--- src/rtl/regbus_uart_pkg.sv ---
package regbus_uart_pkg;
  localparam int OFF_CTRL = 'h00;
  localparam int OFF_BAUD = 'h04;
  localparam int OFF_FCFG = 'h08;
  localparam int OFF_STAT = 'h10;
  localparam int OFF_DATA = 'h14;

  localparam int CTL_RXFLUSH = 6;
  localparam int CTL_TXFLUSH = 7;
  localparam int CTL_RXEN    = 21;
  localparam int CTL_TXEN    = 22;
  localparam int CTL_BRGEN   = 23;

  localparam int ST_TXEMPTY = 5;
  localparam int ST_OVR     = 7;
  localparam int ST_RXNE    = 11;

  typedef struct packed {
    logic txOn;
    logic rxOn;
    logic brgOn;
    logic txPush;
    logic rxPop;
    logic txFlush;
    logic rxFlush;
    logic ovrClr;
  } uartStrobes_t;

  typedef struct packed {
    logic       brk;
    logic       parErr;
    logic       frmErr;
    logic [7:0] chr;
  } rxEntry_t;

  typedef enum logic [1:0] {RX_IDLE, RX_START, RX_DATA, RX_STOP} rxState_t;
endpackage

--- src/rtl/regbus_uart_fifo.sv ---
module regbus_uart_fifo #(
  parameter int WIDTH = 8,
  parameter int DEPTH = 4,
  localparam int PW = (DEPTH > 1) ? $clog2(DEPTH) : 1,
  localparam int CNT_W = $clog2(DEPTH + 1)
) (
  input  logic             clk,
  input  logic             rstN,
  input  logic             push,
  input  logic [WIDTH-1:0] wdata,
  input  logic             pop,
  input  logic             flush,
  output logic [WIDTH-1:0] head,
  output logic             full,
  output logic             empty,
  output logic [CNT_W-1:0] count
);
  logic [WIDTH-1:0] mem [DEPTH];
  logic [PW-1:0] wrPtr, rdPtr;
  logic doPush, doPop;

  function automatic logic [PW-1:0] nextPtr(input logic [PW-1:0] p);
    return (p == PW'(DEPTH - 1)) ? '0 : p + 1'b1;
  endfunction

  assign full   = (count == CNT_W'(DEPTH));
  assign empty  = (count == '0);
  assign doPush = push && !full && !flush;
  assign doPop  = pop && !empty && !flush;
  assign head   = mem[rdPtr];

  always_ff @(posedge clk or negedge rstN) begin
    if (!rstN) begin
      wrPtr <= '0;
      rdPtr <= '0;
      count <= '0;
    end else if (flush) begin
      wrPtr <= '0;
      rdPtr <= '0;
      count <= '0;
    end else begin
      if (doPush) wrPtr <= nextPtr(wrPtr);
      if (doPop)  rdPtr <= nextPtr(rdPtr);
      count <= count + CNT_W'(doPush) - CNT_W'(doPop);
    end
  end

  always_ff @(posedge clk) begin
    if (doPush) mem[wrPtr] <= wdata;
  end
endmodule

--- src/rtl/regbus_uart_ctrl.sv ---
module regbus_uart_ctrl import regbus_uart_pkg::*; #(
  parameter int ADDR_W = 8,
  parameter int BAUD_W = 16
) (
  input  logic              clk,
  input  logic              rstN,
  input  logic [ADDR_W-1:0] regAddr,
  input  logic              regWr,
  input  logic [31:0]       regWdata,
  input  logic              regRd,
  output logic [31:0]       regRdata,
  input  logic              txEmpty,
  input  logic              rxNotEmpty,
  input  logic              ovr,
  input  rxEntry_t          rxHead,
  output uartStrobes_t      strb,
  output logic [BAUD_W-1:0] baudWord
);
  localparam logic [31:0] FLUSH_MASK = (32'd1 << CTL_RXFLUSH) | (32'd1 << CTL_TXFLUSH);

  logic [31:0] ctrlReg;
  logic [7:0]  fcfgReg;
  logic selCtrl, selBaud, selFcfg, selStat, selData;

  assign selCtrl = (regAddr == ADDR_W'(OFF_CTRL));
  assign selBaud = (regAddr == ADDR_W'(OFF_BAUD));
  assign selFcfg = (regAddr == ADDR_W'(OFF_FCFG));
  assign selStat = (regAddr == ADDR_W'(OFF_STAT));
  assign selData = (regAddr == ADDR_W'(OFF_DATA));

  always_ff @(posedge clk or negedge rstN) begin
    if (!rstN) begin
      ctrlReg  <= '0;
      baudWord <= '0;
      fcfgReg  <= '0;
    end else if (regWr) begin
      if (selCtrl) ctrlReg  <= regWdata & ~FLUSH_MASK;
      if (selBaud) baudWord <= regWdata[BAUD_W-1:0];
      if (selFcfg) fcfgReg  <= regWdata[15:8];
    end
  end

  always_comb begin
    strb.brgOn   = ctrlReg[CTL_BRGEN];
    strb.txOn    = ctrlReg[CTL_TXEN] && ctrlReg[CTL_BRGEN];
    strb.rxOn    = ctrlReg[CTL_RXEN] && ctrlReg[CTL_BRGEN];
    strb.txPush  = regWr && selData;
    strb.rxPop   = regRd && selData && rxNotEmpty;
    strb.txFlush = regWr && selCtrl && regWdata[CTL_TXFLUSH];
    strb.rxFlush = regWr && selCtrl && regWdata[CTL_RXFLUSH];
    strb.ovrClr  = regWr && selStat;
  end

  always_comb begin
    regRdata = '0;
    if (selCtrl) begin
      regRdata = ctrlReg;
    end else if (selBaud) begin
      regRdata[BAUD_W-1:0] = baudWord;
    end else if (selFcfg) begin
      regRdata[15:8] = fcfgReg;
    end else if (selStat) begin
      regRdata[ST_TXEMPTY] = txEmpty;
      regRdata[ST_OVR]     = ovr;
      regRdata[ST_RXNE]    = rxNotEmpty;
    end else if (selData && rxNotEmpty) begin
      regRdata[10:0] = rxHead;
    end
  end
endmodule

--- src/rtl/regbus_uart_dp.sv ---
module regbus_uart_dp import regbus_uart_pkg::*; #(
  parameter int BAUD_W = 16,
  parameter int FIFO_DEPTH = 4,
  localparam int CNT_W = $clog2(FIFO_DEPTH + 1)
) (
  input  logic              clk,
  input  logic              rstN,
  input  uartStrobes_t      strb,
  input  logic [BAUD_W-1:0] baudWord,
  input  logic [7:0]        txData,
  input  logic              rxLine,
  output logic              txLine,
  output logic              txEmpty,
  output logic              rxNotEmpty,
  output rxEntry_t          rxHead,
  output logic              ovr,
  output logic              tick16,
  output logic [CNT_W-1:0]  txCount,
  output logic [CNT_W-1:0]  rxCount,
  output logic              rxFull,
  output logic              rxDrop
);
  // Baud generator: half-period of the 16x sample clock is word+1 clocks
  logic [BAUD_W-1:0] divCnt;
  logic divHalf;

  always_ff @(posedge clk or negedge rstN) begin
    if (!rstN) begin
      divCnt  <= '0;
      divHalf <= 1'b0;
    end else if (!strb.brgOn) begin
      divCnt  <= '0;
      divHalf <= 1'b0;
    end else if (divCnt >= baudWord) begin
      divCnt  <= '0;
      divHalf <= ~divHalf;
    end else begin
      divCnt <= divCnt + 1'b1;
    end
  end

  assign tick16 = divHalf && (divCnt >= baudWord);

  // Transmit path
  logic [7:0] txHead;
  logic       txFull, txBusy, txLoad;
  logic [3:0] txSub, txIdx;
  logic [9:0] txShift;

  regbus_uart_fifo #(.WIDTH(8), .DEPTH(FIFO_DEPTH)) u_txFifo (
    .clk(clk), .rstN(rstN), .push(strb.txPush), .wdata(txData), .pop(txLoad),
    .flush(strb.txFlush), .head(txHead), .full(txFull), .empty(txEmpty), .count(txCount)
  );

  assign txLoad = strb.txOn && !txBusy && !txEmpty && tick16;

  always_ff @(posedge clk or negedge rstN) begin
    if (!rstN) begin
      txBusy  <= 1'b0;
      txSub   <= '0;
      txIdx   <= '0;
      txShift <= '1;
    end else if (!strb.txOn) begin
      txBusy <= 1'b0;
    end else if (txLoad) begin
      txBusy  <= 1'b1;
      txSub   <= '0;
      txIdx   <= '0;
      txShift <= {1'b1, txHead, 1'b0};
    end else if (txBusy && tick16) begin
      if (txSub == 4'd15) begin
        txSub <= '0;
        if (txIdx == 4'd9) begin
          txBusy <= 1'b0;
        end else begin
          txIdx   <= txIdx + 1'b1;
          txShift <= {1'b1, txShift[9:1]};
        end
      end else begin
        txSub <= txSub + 1'b1;
      end
    end
  end

  assign txLine = !txBusy || txShift[0];

  // Receive path
  logic       rxS1, rxS2, rxPrev, rxDone;
  rxState_t   rxSt;
  logic [3:0] rxSub;
  logic [2:0] rxIdx;
  logic [7:0] rxShift;
  rxEntry_t   rxNew;
  logic [10:0] rxHeadRaw;
  logic       rxEmpty;

  always_ff @(posedge clk or negedge rstN) begin
    if (!rstN) begin
      rxS1 <= 1'b1;
      rxS2 <= 1'b1;
    end else begin
      rxS1 <= rxLine;
      rxS2 <= rxS1;
    end
  end

  always_ff @(posedge clk or negedge rstN) begin
    if (!rstN) begin
      rxSt    <= RX_IDLE;
      rxSub   <= '0;
      rxIdx   <= '0;
      rxShift <= '0;
      rxPrev  <= 1'b1;
    end else begin
      if (tick16) rxPrev <= rxS2;
      if (!strb.rxOn) begin
        rxSt <= RX_IDLE;
      end else if (tick16) begin
        case (rxSt)
          RX_IDLE: if (rxPrev && !rxS2) begin
            rxSt  <= RX_START;
            rxSub <= 4'd1;
          end
          RX_START: if (rxSub == 4'd7) begin
            rxSt  <= rxS2 ? RX_IDLE : RX_DATA;
            rxSub <= '0;
            rxIdx <= '0;
          end else begin
            rxSub <= rxSub + 1'b1;
          end
          RX_DATA: if (rxSub == 4'd15) begin
            rxSub   <= '0;
            rxShift <= {rxS2, rxShift[7:1]};
            if (rxIdx == 3'd7) rxSt <= RX_STOP;
            else rxIdx <= rxIdx + 1'b1;
          end else begin
            rxSub <= rxSub + 1'b1;
          end
          default: if (rxSub == 4'd15) begin
            rxSt  <= RX_IDLE;
            rxSub <= '0;
          end else begin
            rxSub <= rxSub + 1'b1;
          end
        endcase
      end
    end
  end

  assign rxDone       = strb.rxOn && tick16 && (rxSt == RX_STOP) && (rxSub == 4'd15);
  assign rxNew.chr    = rxShift;
  assign rxNew.frmErr = !rxS2;
  assign rxNew.parErr = 1'b0;
  assign rxNew.brk    = !rxS2 && (rxShift == 8'h00);
  assign rxDrop       = rxDone && rxFull;

  regbus_uart_fifo #(.WIDTH($bits(rxEntry_t)), .DEPTH(FIFO_DEPTH)) u_rxFifo (
    .clk(clk), .rstN(rstN), .push(rxDone), .wdata(rxNew), .pop(strb.rxPop),
    .flush(strb.rxFlush), .head(rxHeadRaw), .full(rxFull), .empty(rxEmpty), .count(rxCount)
  );

  assign rxHead     = rxEntry_t'(rxHeadRaw);
  assign rxNotEmpty = !rxEmpty;

  always_ff @(posedge clk or negedge rstN) begin
    if (!rstN)             ovr <= 1'b0;
    else if (strb.rxFlush) ovr <= 1'b0;
    else if (rxDrop)       ovr <= 1'b1;
    else if (strb.ovrClr)  ovr <= 1'b0;
  end
endmodule

--- src/rtl/regbus_uart.sv ---
module regbus_uart import regbus_uart_pkg::*; #(
  parameter int ADDR_W = 8,
  parameter int BAUD_W = 16,
  parameter int FIFO_DEPTH = 4
) (
  input  logic              clk,
  input  logic              rstN,
  input  logic [ADDR_W-1:0] regAddr,
  input  logic              regWr,
  input  logic [31:0]       regWdata,
  input  logic              regRd,
  output logic [31:0]       regRdata,
  output logic              txLine,
  input  logic              rxLine
);
  localparam int CNT_W = $clog2(FIFO_DEPTH + 1);

  uartStrobes_t      strb;
  logic [BAUD_W-1:0] baudWord;
  logic              txEmpty, rxNotEmpty, ovr, tick16, rxFull, rxDrop;
  logic [CNT_W-1:0]  txCount, rxCount;
  rxEntry_t          rxHead;

  regbus_uart_ctrl #(.ADDR_W(ADDR_W), .BAUD_W(BAUD_W)) u_ctrl (
    .clk(clk), .rstN(rstN), .regAddr(regAddr), .regWr(regWr), .regWdata(regWdata),
    .regRd(regRd), .regRdata(regRdata), .txEmpty(txEmpty), .rxNotEmpty(rxNotEmpty),
    .ovr(ovr), .rxHead(rxHead), .strb(strb), .baudWord(baudWord)
  );

  regbus_uart_dp #(.BAUD_W(BAUD_W), .FIFO_DEPTH(FIFO_DEPTH)) u_dp (
    .clk(clk), .rstN(rstN), .strb(strb), .baudWord(baudWord), .txData(regWdata[7:0]),
    .rxLine(rxLine), .txLine(txLine), .txEmpty(txEmpty), .rxNotEmpty(rxNotEmpty),
    .rxHead(rxHead), .ovr(ovr), .tick16(tick16), .txCount(txCount), .rxCount(rxCount),
    .rxFull(rxFull), .rxDrop(rxDrop)
  );
endmodule

--- config.mk ---
export PLATFORM = sky130hd
export DESIGN_NAME = regbus_uart
export DESIGN_NICKNAME = d
export VERILOG_FILES = /design/src/rtl/regbus_uart_pkg.sv /design/src/rtl/regbus_uart_fifo.sv /design/src/rtl/regbus_uart_ctrl.sv /design/src/rtl/regbus_uart_dp.sv /design/src/rtl/regbus_uart.sv
export SDC_FILE = /design/constraint.sdc
export NUM_CORES = 1
export LEC_CHECK = 0
export BUFFER_PORTS_ARGS = -buffer_cell sky130_fd_sc_hd__buf_2
export CAP_MARGIN = 20
export CORE_MARGIN = 2
export CORE_UTILIZATION = 35
export CTS_CLUSTER_DIAMETER = 120
export DETAILED_ROUTE_END_ITERATION = 8
export GPL_TIMING_DRIVEN = 0
export HOLD_SLACK_MARGIN = 0.12
export PLACE_DENSITY = 0.58
export SYNTH_ARGS = -nofsm -noshare
export SYNTH_HDL_FRONTEND = slang
export SYNTH_SLANG_ARGS = --single-unit
--- constraint.sdc ---
create_clock -name clk -period 3.68 [get_ports clk]
set_input_delay 0.552 -clock clk [delete_from_list [all_inputs] [get_ports clk]]
set_output_delay 0.552 -clock clk [all_outputs]
set_load 0.01 [all_outputs]
Word-level counts from Yosys, hierarchy flattened
Memory sizes are Yosys's and may differ from the RTL's.
Index checks and enable logic that the tools add are counted.

storage, ports and cells
  register bits = 125
  bits in writable memories = 72
  input port bits = 45
  output and inout bits = 33
  memories = 2

memory list
  memory             depth  bits a word  rd ports  clocked after memory_dff  wr ports  RTL line                text
  u_dp.u_rxFifo.mem  4      10           1         0                         1         regbus_uart_fifo.sv:18  logic [WIDTH-1:0] mem [DEPTH];
  u_dp.u_txFifo.mem  4      8            1         0                         1         regbus_uart_fifo.sv:18

cells by class
  add/sub/neg operators = 13
  $lt $le $gt $ge = 1
  equality and inequality tests = 33
  multiplexer cells = 71
  bitwise operators = 1
  reduce and logical (&&, ||, !) cells = 61

operators with widths
  operator               count
  $mux 16                5
  $mux 4                 12
  $mux 10                4
  $mux 2                 20
  $logic_and 1x1->1      29
  $ne 3x3->1 const B     7
  $mux 1                 18
  $mux 3                 6
  $add 16x1->16 const B  1
  $eq 8x5->1 const B     2
  $ge 16x16->1           1
  $logic_not 8->1        2
  $reduce_bool 2->1      7
  $add 4x1->4 const B    3
  $eq 2x2->1 const B     6
  $eq 4x4->1 const B     3
  $reduce_and 6->1       2
  $mux 11                1
  $eq 3x3->1 const B     3
  $add 2x1->2 const B    4
  $eq 8x3->1 const B     1
  $eq 8x4->1 const B     1
  $logic_not 1->1        8
  $mux 8                 1
  20 further kinds       33

Longest topological paths before layout
Gate-level depths: netlist of the first run.

  depth in word-level cells = 10
  gate-level depth with buffers = 16
  gate-level depth less buffers = 16

By module
From an unflattened synthesis of the first run, not the netlist that was laid out.

second synthesis, totals
  cells, all modules = 740
  area, all modules = 9733.1 um^2

modules (own cells, without submodules)
  module                             instances  cells an instance  area each (um^2)  seq. area each (um^2)
  regbus_uart_dp                     1          318                3240.6            1416.4
  regbus_uart_ctrl                   1          229                2813.9            1351.3
  regbus_uart_fifo at u_dp.u_rxFifo  1          104                2053.2            1496.4
  regbus_uart_fifo at u_dp.u_txFifo  1          89                 1625.3            1136.1

Worst setup path before layout of the first run
OpenSTA, ideal clock, no wires.

  kind = flip-flop to flip-flop
  from = register u_dp.divCnt[13]
  to = register u_dp.u_rxFifo.count[2]
  setup time = 119 ps
  arrival = 3241 ps
  path slack = 320 ps
  cell stages (with the launch flop) = 16
  path buffers = 0
  period minus slack after synthesis = 3360 ps
  path through = dfrtp_1 ha_1 nand4_1 nor3_1 nor4b_2 o31ai_4 nor3b_2 nand2_1 ha_1 inv_1 ha_1 inv_1 fa_1 xor2_1 xnor2_1 nor2_1

between the ends
  longest elaborated chain between the ends = 10

RTL lines
  what                            RTL line                text
  from (decl)                     regbus_uart_dp.sv:24    logic [BAUD_W-1:0] divCnt;
  from (signal assigned)          regbus_uart_dp.sv:38    divCnt <= divCnt + 1'b1;
  $ge 16x16->1                    regbus_uart_dp.sv:42    assign tick16 = divHalf && (divCnt >= baudWord);
  $logic_and 1x1->1               regbus_uart_dp.sv:42
  $logic_and 1x1->1 (3 in a row)  regbus_uart_dp.sv:150   assign rxDone = strb.rxOn && tick16 && (rxSt == RX_STOP) && (rxSub == 4'd15);
  $logic_and 1x1->1 (2 in a row)  regbus_uart_fifo.sv:28  assign doPush = push && !full && !flush;
  $add 3x1->3                     regbus_uart_fifo.sv:44  count <= count + CNT_W'(doPush) - CNT_W'(doPop);
  $sub 3x1->3                     regbus_uart_fifo.sv:44
  $mux 3                          regbus_uart_fifo.sv:37  end else if (flush) begin
  to (signal assigned)            regbus_uart_fifo.sv:44
  to (decl)                       regbus_uart_fifo.sv:16  output logic [CNT_W-1:0] count

Every way passes these cells.
A chain may end at the register's enable or synchronous reset.

Final worst setup path of the first run
  from = register u_dp.divCnt[13]
  to = register u_dp.u_txFifo.count[2]

between the ends
  longest elaborated chain between the ends = 7

RTL lines
  what                            RTL line                text
  $ge 16x16->1                    regbus_uart_dp.sv:42
  $logic_and 1x1->1               regbus_uart_dp.sv:42
  $logic_and 1x1->1               regbus_uart_dp.sv:55    assign txLoad = strb.txOn && !txBusy && !txEmpty && tick16;
  $logic_and 1x1->1 (2 in a row)  regbus_uart_fifo.sv:29  assign doPop = pop && !empty && !flush;
  $sub 3x1->3                     regbus_uart_fifo.sv:44
  $mux 3                          regbus_uart_fifo.sv:37
  to (signal assigned)            regbus_uart_fifo.sv:44
  to (decl)                       regbus_uart_fifo.sv:16

Every way passes these cells.

==> run metrics, run 1 <==
share of layout cells above drive strength 1 0.2880; FF/Latch Area 5281 um2; Remaining DRCs 0; synth warn 0; clk slew on worst S/H paths 0.07 ns; Startpoint Class flop; peak supply drop 0.2718 mV; async set-reset flop share out of synthesis 0.6327; Top-Level Pins 78; flops & latches, synth 196; first-pass GRT wire length 32,600 um; Critical Path Fanout Max 5; Starting Density 0.3530; worst reg2reg startpoint u_dp.divCnt[13]$_DFF_PN0_; Slew headroom 0.4190; number of synthesized flops with an enable pin 72; final hold viol count 0; final instance area 10,700 um2; total track usage 0.1586; PortBufs 76; Worst-Skew Late Latency 0.44 ns; First-pass DRT Iterations 5; Core Area 25,760 um2; Antenna diodes 0; Initial DRC Count 359; top_reg_cell synth dfrtp_1; Crit path required time 3.99 ns; Routed wire per std cell 18.23 um; Mapped Cells 688; worst hold start rxLine; Synthesized Nets 772; RR Endpoint u_dp.u_txFifo.count[2]$_DFF_PN0_; synthesized area 9095 um2; Worst R2R Path Depth 15; dpl cell area 9928 um2; Congestion Overflow GR 0; CTS Buf Count 17; Final ANT Viol Nets 0; CP endpoint kind flop; Design Power 4524 uW; Final setup viols 0; hold path depth 1; HP Class input pin to flop; R2R setup slack 0.15 ns; kind of critical path flop to flop; crit path time final 3.532 ns; Synth Area per Inst 13.22 um2; Pins Over Slew Limit 0; die height 165.2 um; Fmax 283.1 MHz; Distinct cells, synth 66; status finished clean; fillers 2,427; PwrDens 422.9 nW/um2; routed wire length 20,860 um; Worst Path Arrival 3.84 ns; row count 59; most common cell after layout, fill and taps aside dfrtp_1; DIE AREA 27,290 um2; root cell of the clock tree clkbuf_16; Hold EP u_dp.rxS1$_DFF_PN1_; area delta synth->final 17.62%; routed via count 5,870; Seq/Total Area, Yosys 0.5805; largest net degree at the start of global routing 74; area of the multi-input gates 3601 um2; DP Wirelength 14,560 um; leakage power 0.004814 uW; number of global-route vias before repair 5,816; initial antenna violation count 0; Final period util 0.9598; # H-tree levels 4; most frequent cells in the layout dfrtp_1, buf_2, edfxtp_1; worst slew pin tran 0.8716 ns; CTS Buffer Depth 2; Die X 165.2 um; clock sink count 196; GPL Wtd Cong 0.7513; max capacitance violation total 0; vias per cell 5.131; # nets final 880; CTS tree done; skew final 0.01474 ns
## worst max-delay path: stages (launching register included)
cell      delay [ns]
dfrtp_1         0.43
ha_4            0.26
a21o_1          0.17
a21o_1          0.17
a2111o_1        0.53
o31a_1          0.42
nand2_2         0.15
nor2_2          0.06
ha_1            0.28
inv_1           0.06
ha_1            0.13
inv_1           0.05
fa_2            0.33
xor2_1          0.15
xnor2_1         0.15
nor2_1          0.06
## registers in the layout, summed over array words and instances, names as in the netlist, 8 cells and up
name	cells
u_dp.divCnt	16
u_dp.txShift	9
u_ctrl.baudWord	16
u_ctrl.ctrlReg	30
u_dp.rxShift	8
u_dp.u_rxFifo.mem	40
u_ctrl.fcfgReg	8
u_dp.u_txFifo.mem	32
## repair_timing
item	CTS	global route
hold buffers	1	0
buffers inserted	2	9
pin swaps	2	8
endpoints found under the setup margin	4	29
gates resized for setup	7	8
gates cloned	0	0
endpoints found under the hold margin	41	0
## cell families (layout without fill, tap and decap cells)
logic type | count (synthesis) | in the layout | synth area share
flip-flops | 196 | 196 | 0.5805
AO/OA/AOI/OAI | 90 | 90 | 0.07484
XOR/XNOR | 19 | 19 | 0.01830
buffers and inverters | 72 | 193 | 0.03095
multiplexers | 86 | 86 | 0.1317
adder cells (fa/ha/maj) | 39 | 39 | 0.05530
AND/OR/NAND/NOR | 186 | 186 | 0.1084
## synthesized netlist by cell type, drive strengths merged, types with 10 or more instances
cell | n | area [um2]
a222oi | 12 | 120.1
xor2 | 12 | 105.1
nor2 | 40 | 152.6
and2 | 23 | 143.9
and3 | 20 | 130.1
nand2 | 41 | 153.9
a21oi | 12 | 60.06
mux4 | 18 | 405.4
mux2 | 65 | 762.0
o22ai | 10 | 62.56
o21ai | 13 | 65.06
clkbuf | 21 | 78.83
dfstp | 12 | 315.3
nor3 | 12 | 60.06
dfrtp | 112 | 2803
ha | 37 | 462.9
edfxtp | 72 | 2162
inv | 45 | 168.9
nand3 | 15 | 75.07
## routing by layer
metal  share of wire  vias to the layer above  routed length, um  GRT usage
met5               0                        -                  0          0
met4           0.021                        0                429    0.05138
met3           0.040                       21                825    0.02972
met2            0.48                      126               9962     0.2532
met1            0.46                     2958               9640     0.2186
li1                -                     2765                  -          -
## per-stage QoR
step | cells | hold WS, ns | worst slack [ns] | utilization | TNS (ns)
final | 1144 | 0.2193 | 0.1479 | 0.4152 | 0
after global routing | 1144 | 0.2045 | -0.003640 | 0.4152 | -0.003640
after detailed placement | 1100 | 0.3472 | -0.4033 | 0.3854 | -0.7681
after floorplan | 688 | 0.2564 | 0.3199 | - | 0
after CTS | 1135 | 0.1986 | 0.004067 | 0.4112 | 0
after global placement | 1099 | 0.3473 | -0.3763 | 0.3841 | -0.7263
## how the worst max path moves through the flow
| stage | startpoint | to | slack (ns) |
|---|---|---|---|
| after floorplan | u_dp.divCnt[13]$_DFF_PN0_ | u_dp.u_rxFifo.count[2]$_DFF_PN0_ | 0.32 |
| after global placement | u_ctrl.baudWord[13]$_DFFE_PN0P_ | u_dp.u_rxFifo.count[2]$_DFF_PN0_ | -0.38 |
| after detailed placement | u_ctrl.baudWord[13]$_DFFE_PN0P_ | u_dp.u_rxFifo.count[2]$_DFF_PN0_ | -0.40 |
| after CTS | u_ctrl.baudWord[13]$_DFFE_PN0P_ | u_dp.u_rxFifo.count[2]$_DFF_PN0_ | 0.004 |
| after global routing | u_dp.divCnt[13]$_DFF_PN0_ | u_dp.u_txFifo.count[2]$_DFF_PN0_ | -0.004 |
| final | u_dp.divCnt[13]$_DFF_PN0_ | u_dp.u_txFifo.count[2]$_DFF_PN0_ | 0.15 |
## cell type report
cell class | instances | share of cell area
flip-flops and latches | 196 | 0.4937
multi-input cells | 420 | 0.3366
clock buffers | 25 | 0.04947
repair buffers | 89 | 0.04737
well taps | 335 | 0.03918
inverters | 45 | 0.01579
plain buffers | 27 | 0.01053
clock inverters | 7 | 0.007368
## report_power, final
part	switching [uW]	internal (uW)
sequential	40.1	2310
combinational	144	115
clock	826	1090
total	1010	3510
No activity file was read; power rests on OpenSTA's default activity.
==> run 2: changes to the inputs <==
Settings changed: PLACE_DENSITY 0.58 to not set.
==> run metrics, run 2 (synthesized netlist as in run 1, its figures left out) <==
Final ANT Viol Nets 0; skew final 0.01042 ns; Top-Level Pins 78; die height 165.2 um; routed wire length 20,610 um; max capacitance violation total 0; Crit path required time 4.00 ns; first-pass GRT wire length 32,980 um; dpl cell area 9928 um2; largest net degree at the start of global routing 71; most frequent cells in the layout dfrtp_1, buf_2, edfxtp_1; Seq pwr share 0.524; kind of critical path flop to flop; DP Wirelength 14,620 um; final hold viol count 0; TNS Setup 0 ns; HP Class input pin to flop; root cell of the clock tree clkbuf_16; crit path time final 3.470 ns; clock share of power 0.418; area delta synth->final 17.87%; max reg flops 40; Startpoint Class flop; row count 59; P_sw 1095 uW; vias per cell 5.120; worst slew pin tran 0.8376 ns; CP endpoint kind flop; fillers 2,393; Regs by FF count u_dp.u_rxFifo.mem x40, u_dp.u_txFifo.mem x32, u_ctrl.ctrlReg x30; Final period util 0.9430; CTS tree done; PwrDens 419.3 nW/um2; Critical Path Fanout Max 5; cell internal pwr 3400 uW; clock sink count 196; Core Area 25,760 um2; Starting Density 0.3530; Core Util, Final 0.4161; Slew headroom 0.4416; peak supply drop 0.2589 mV; Initial DRC Count 376; Worst Path Arrival 3.79 ns; share of layout cells above drive strength 1 0.2984; clk slew on worst S/H paths 0.07 ns; # nets final 882; routed via count 5,867; Comb power frac 0.058; CTS Buffer Depth 2; Congestion Overflow GR 0; Antenna diodes 0; final instance area 10,720 um2; Fmax 288.2 MHz; Worst-Skew Late Latency 0.44 ns; RSZ-0062 raised after global routing false; total track usage 0.1595; most common cell after layout, fill and taps aside dfrtp_1; Remaining DRCs 0; leakage power 0.004810 uW; Die X 165.2 um; initial antenna violation count 0; Most flops, register u_dp.u_rxFifo.mem; CTS Buf Count 17; Final setup viols 0; number of global-route vias before repair 5,927; DIE AREA 27,290 um2; # H-tree levels 4; status finished clean; Routed wire per std cell 17.98 um; Sw Ratio 0.2437; hold slack 0.2133 ns; GPL Wtd Cong 0.7866; PortBufs 76; First-pass DRT Iterations 5; Pins Over Slew Limit 0
==> run 2: cell types whose count changed in the layout (fill, tap and decap cells not counted), sizes merged <==
cell and change:
clkbuf -6, inv +4, clkinv +2, buf +1
clkinvlp +1
==> run 2: final timing paths <==
path                                                  from                          endpoint  slack (ns)  depth (start not counted)
min in group asynchronous                             rstN         u_dp.txIdx[2]$_DFFE_PN0P_        0.65                          2
hold reg to reg                        u_dp.rxS1$_DFF_PN1_               u_dp.rxS2$_DFF_PN1_        0.36                          0
hold / removal                                      rxLine               u_dp.rxS1$_DFF_PN1_        0.21                          1
max in group asynchronous                             rstN         u_dp.divCnt[12]$_DFF_PN0_        2.27                          3
setup / recovery           u_ctrl.baudWord[13]$_DFFE_PN0P_  u_dp.u_txFifo.count[2]$_DFF_PN0_        0.21                         16
setup reg to reg           u_ctrl.baudWord[13]$_DFFE_PN0P_  u_dp.u_txFifo.count[2]$_DFF_PN0_        0.21                         16
==> run 2: routing by layer <==
metal / wire, um / up-vias / part of all wire / global-route usage
met3: 562 / 23 / 0.027 / 0.02872
met2: 9950 / 100 / 0.48 / 0.2576
met5: 0 / - / 0 / 0
met1: 9649 / 2980 / 0.47 / 0.2175
met4: 446 / 0 / 0.022 / 0.05296
li1: - / 2764 / - / -
==> run 2: repair_timing <==
action,CTS,global route
hold endpoints to repair,44,0
endpoints found under the setup margin,3,31
hold buffers,1,0
pin swaps,1,6
setup buffers,1,12
resized for setup,6,14
gates cloned,0,0
==> run 2: worst max-delay path, stage by stage (launching register included) <==
cell,delay [ns]
dfrtp_1,0.41
inv_2,0.08
ha_4,0.20
a21o_1,0.16
a21o_1,0.17
a2111o_1,0.48
o31a_1,0.40
nand2_2,0.14
nor2_1,0.05
ha_1,0.28
inv_1,0.06
ha_1,0.13
inv_1,0.05
fa_2,0.34
xor2_1,0.15
xnor2_1,0.17
nor2_1,0.06
==> run 2: final cells by class <==
class                      instances  area (um2)  area share
buffer                            27       113.9     0.01062
tap                              335       419.2     0.03910
clock buffer                      18       429.2     0.04003
inverter                          45       168.9     0.01576
clock inverter                    14       165.2     0.01541
sequential                       196        5284      0.4929
timing repair buffer              91       521.8     0.04867
multi-input combinational        420        3618      0.3375
==> run 2: stage by stage <==
stage,total power (uW),instances,setup WS [ns]
2_1_floorplan,2521,688,0.3199
3_5_place_dp,2638,1100,-0.3937
5_1_grt,4673,1146,0.003481
3_3_place_gp,2627,1099,-0.3267
4_1_cts,4537,1134,0.03996
6_report,4495,1146,0.2097
==> run 2: power groups by stage <==
| stage | clock network [uW] | registers [uW] | logic, uW |
|---|---|---|---|
| final | 1880 | 2350 | 259 |
| after global routing | 2020 | 2360 | 291 |
| after CTS | 1930 | 2350 | 252 |
| after detailed placement | 0 | 2400 | 239 |
| after global placement | 0 | 2400 | 230 |
| after floorplan | 0 | 2390 | 134 |
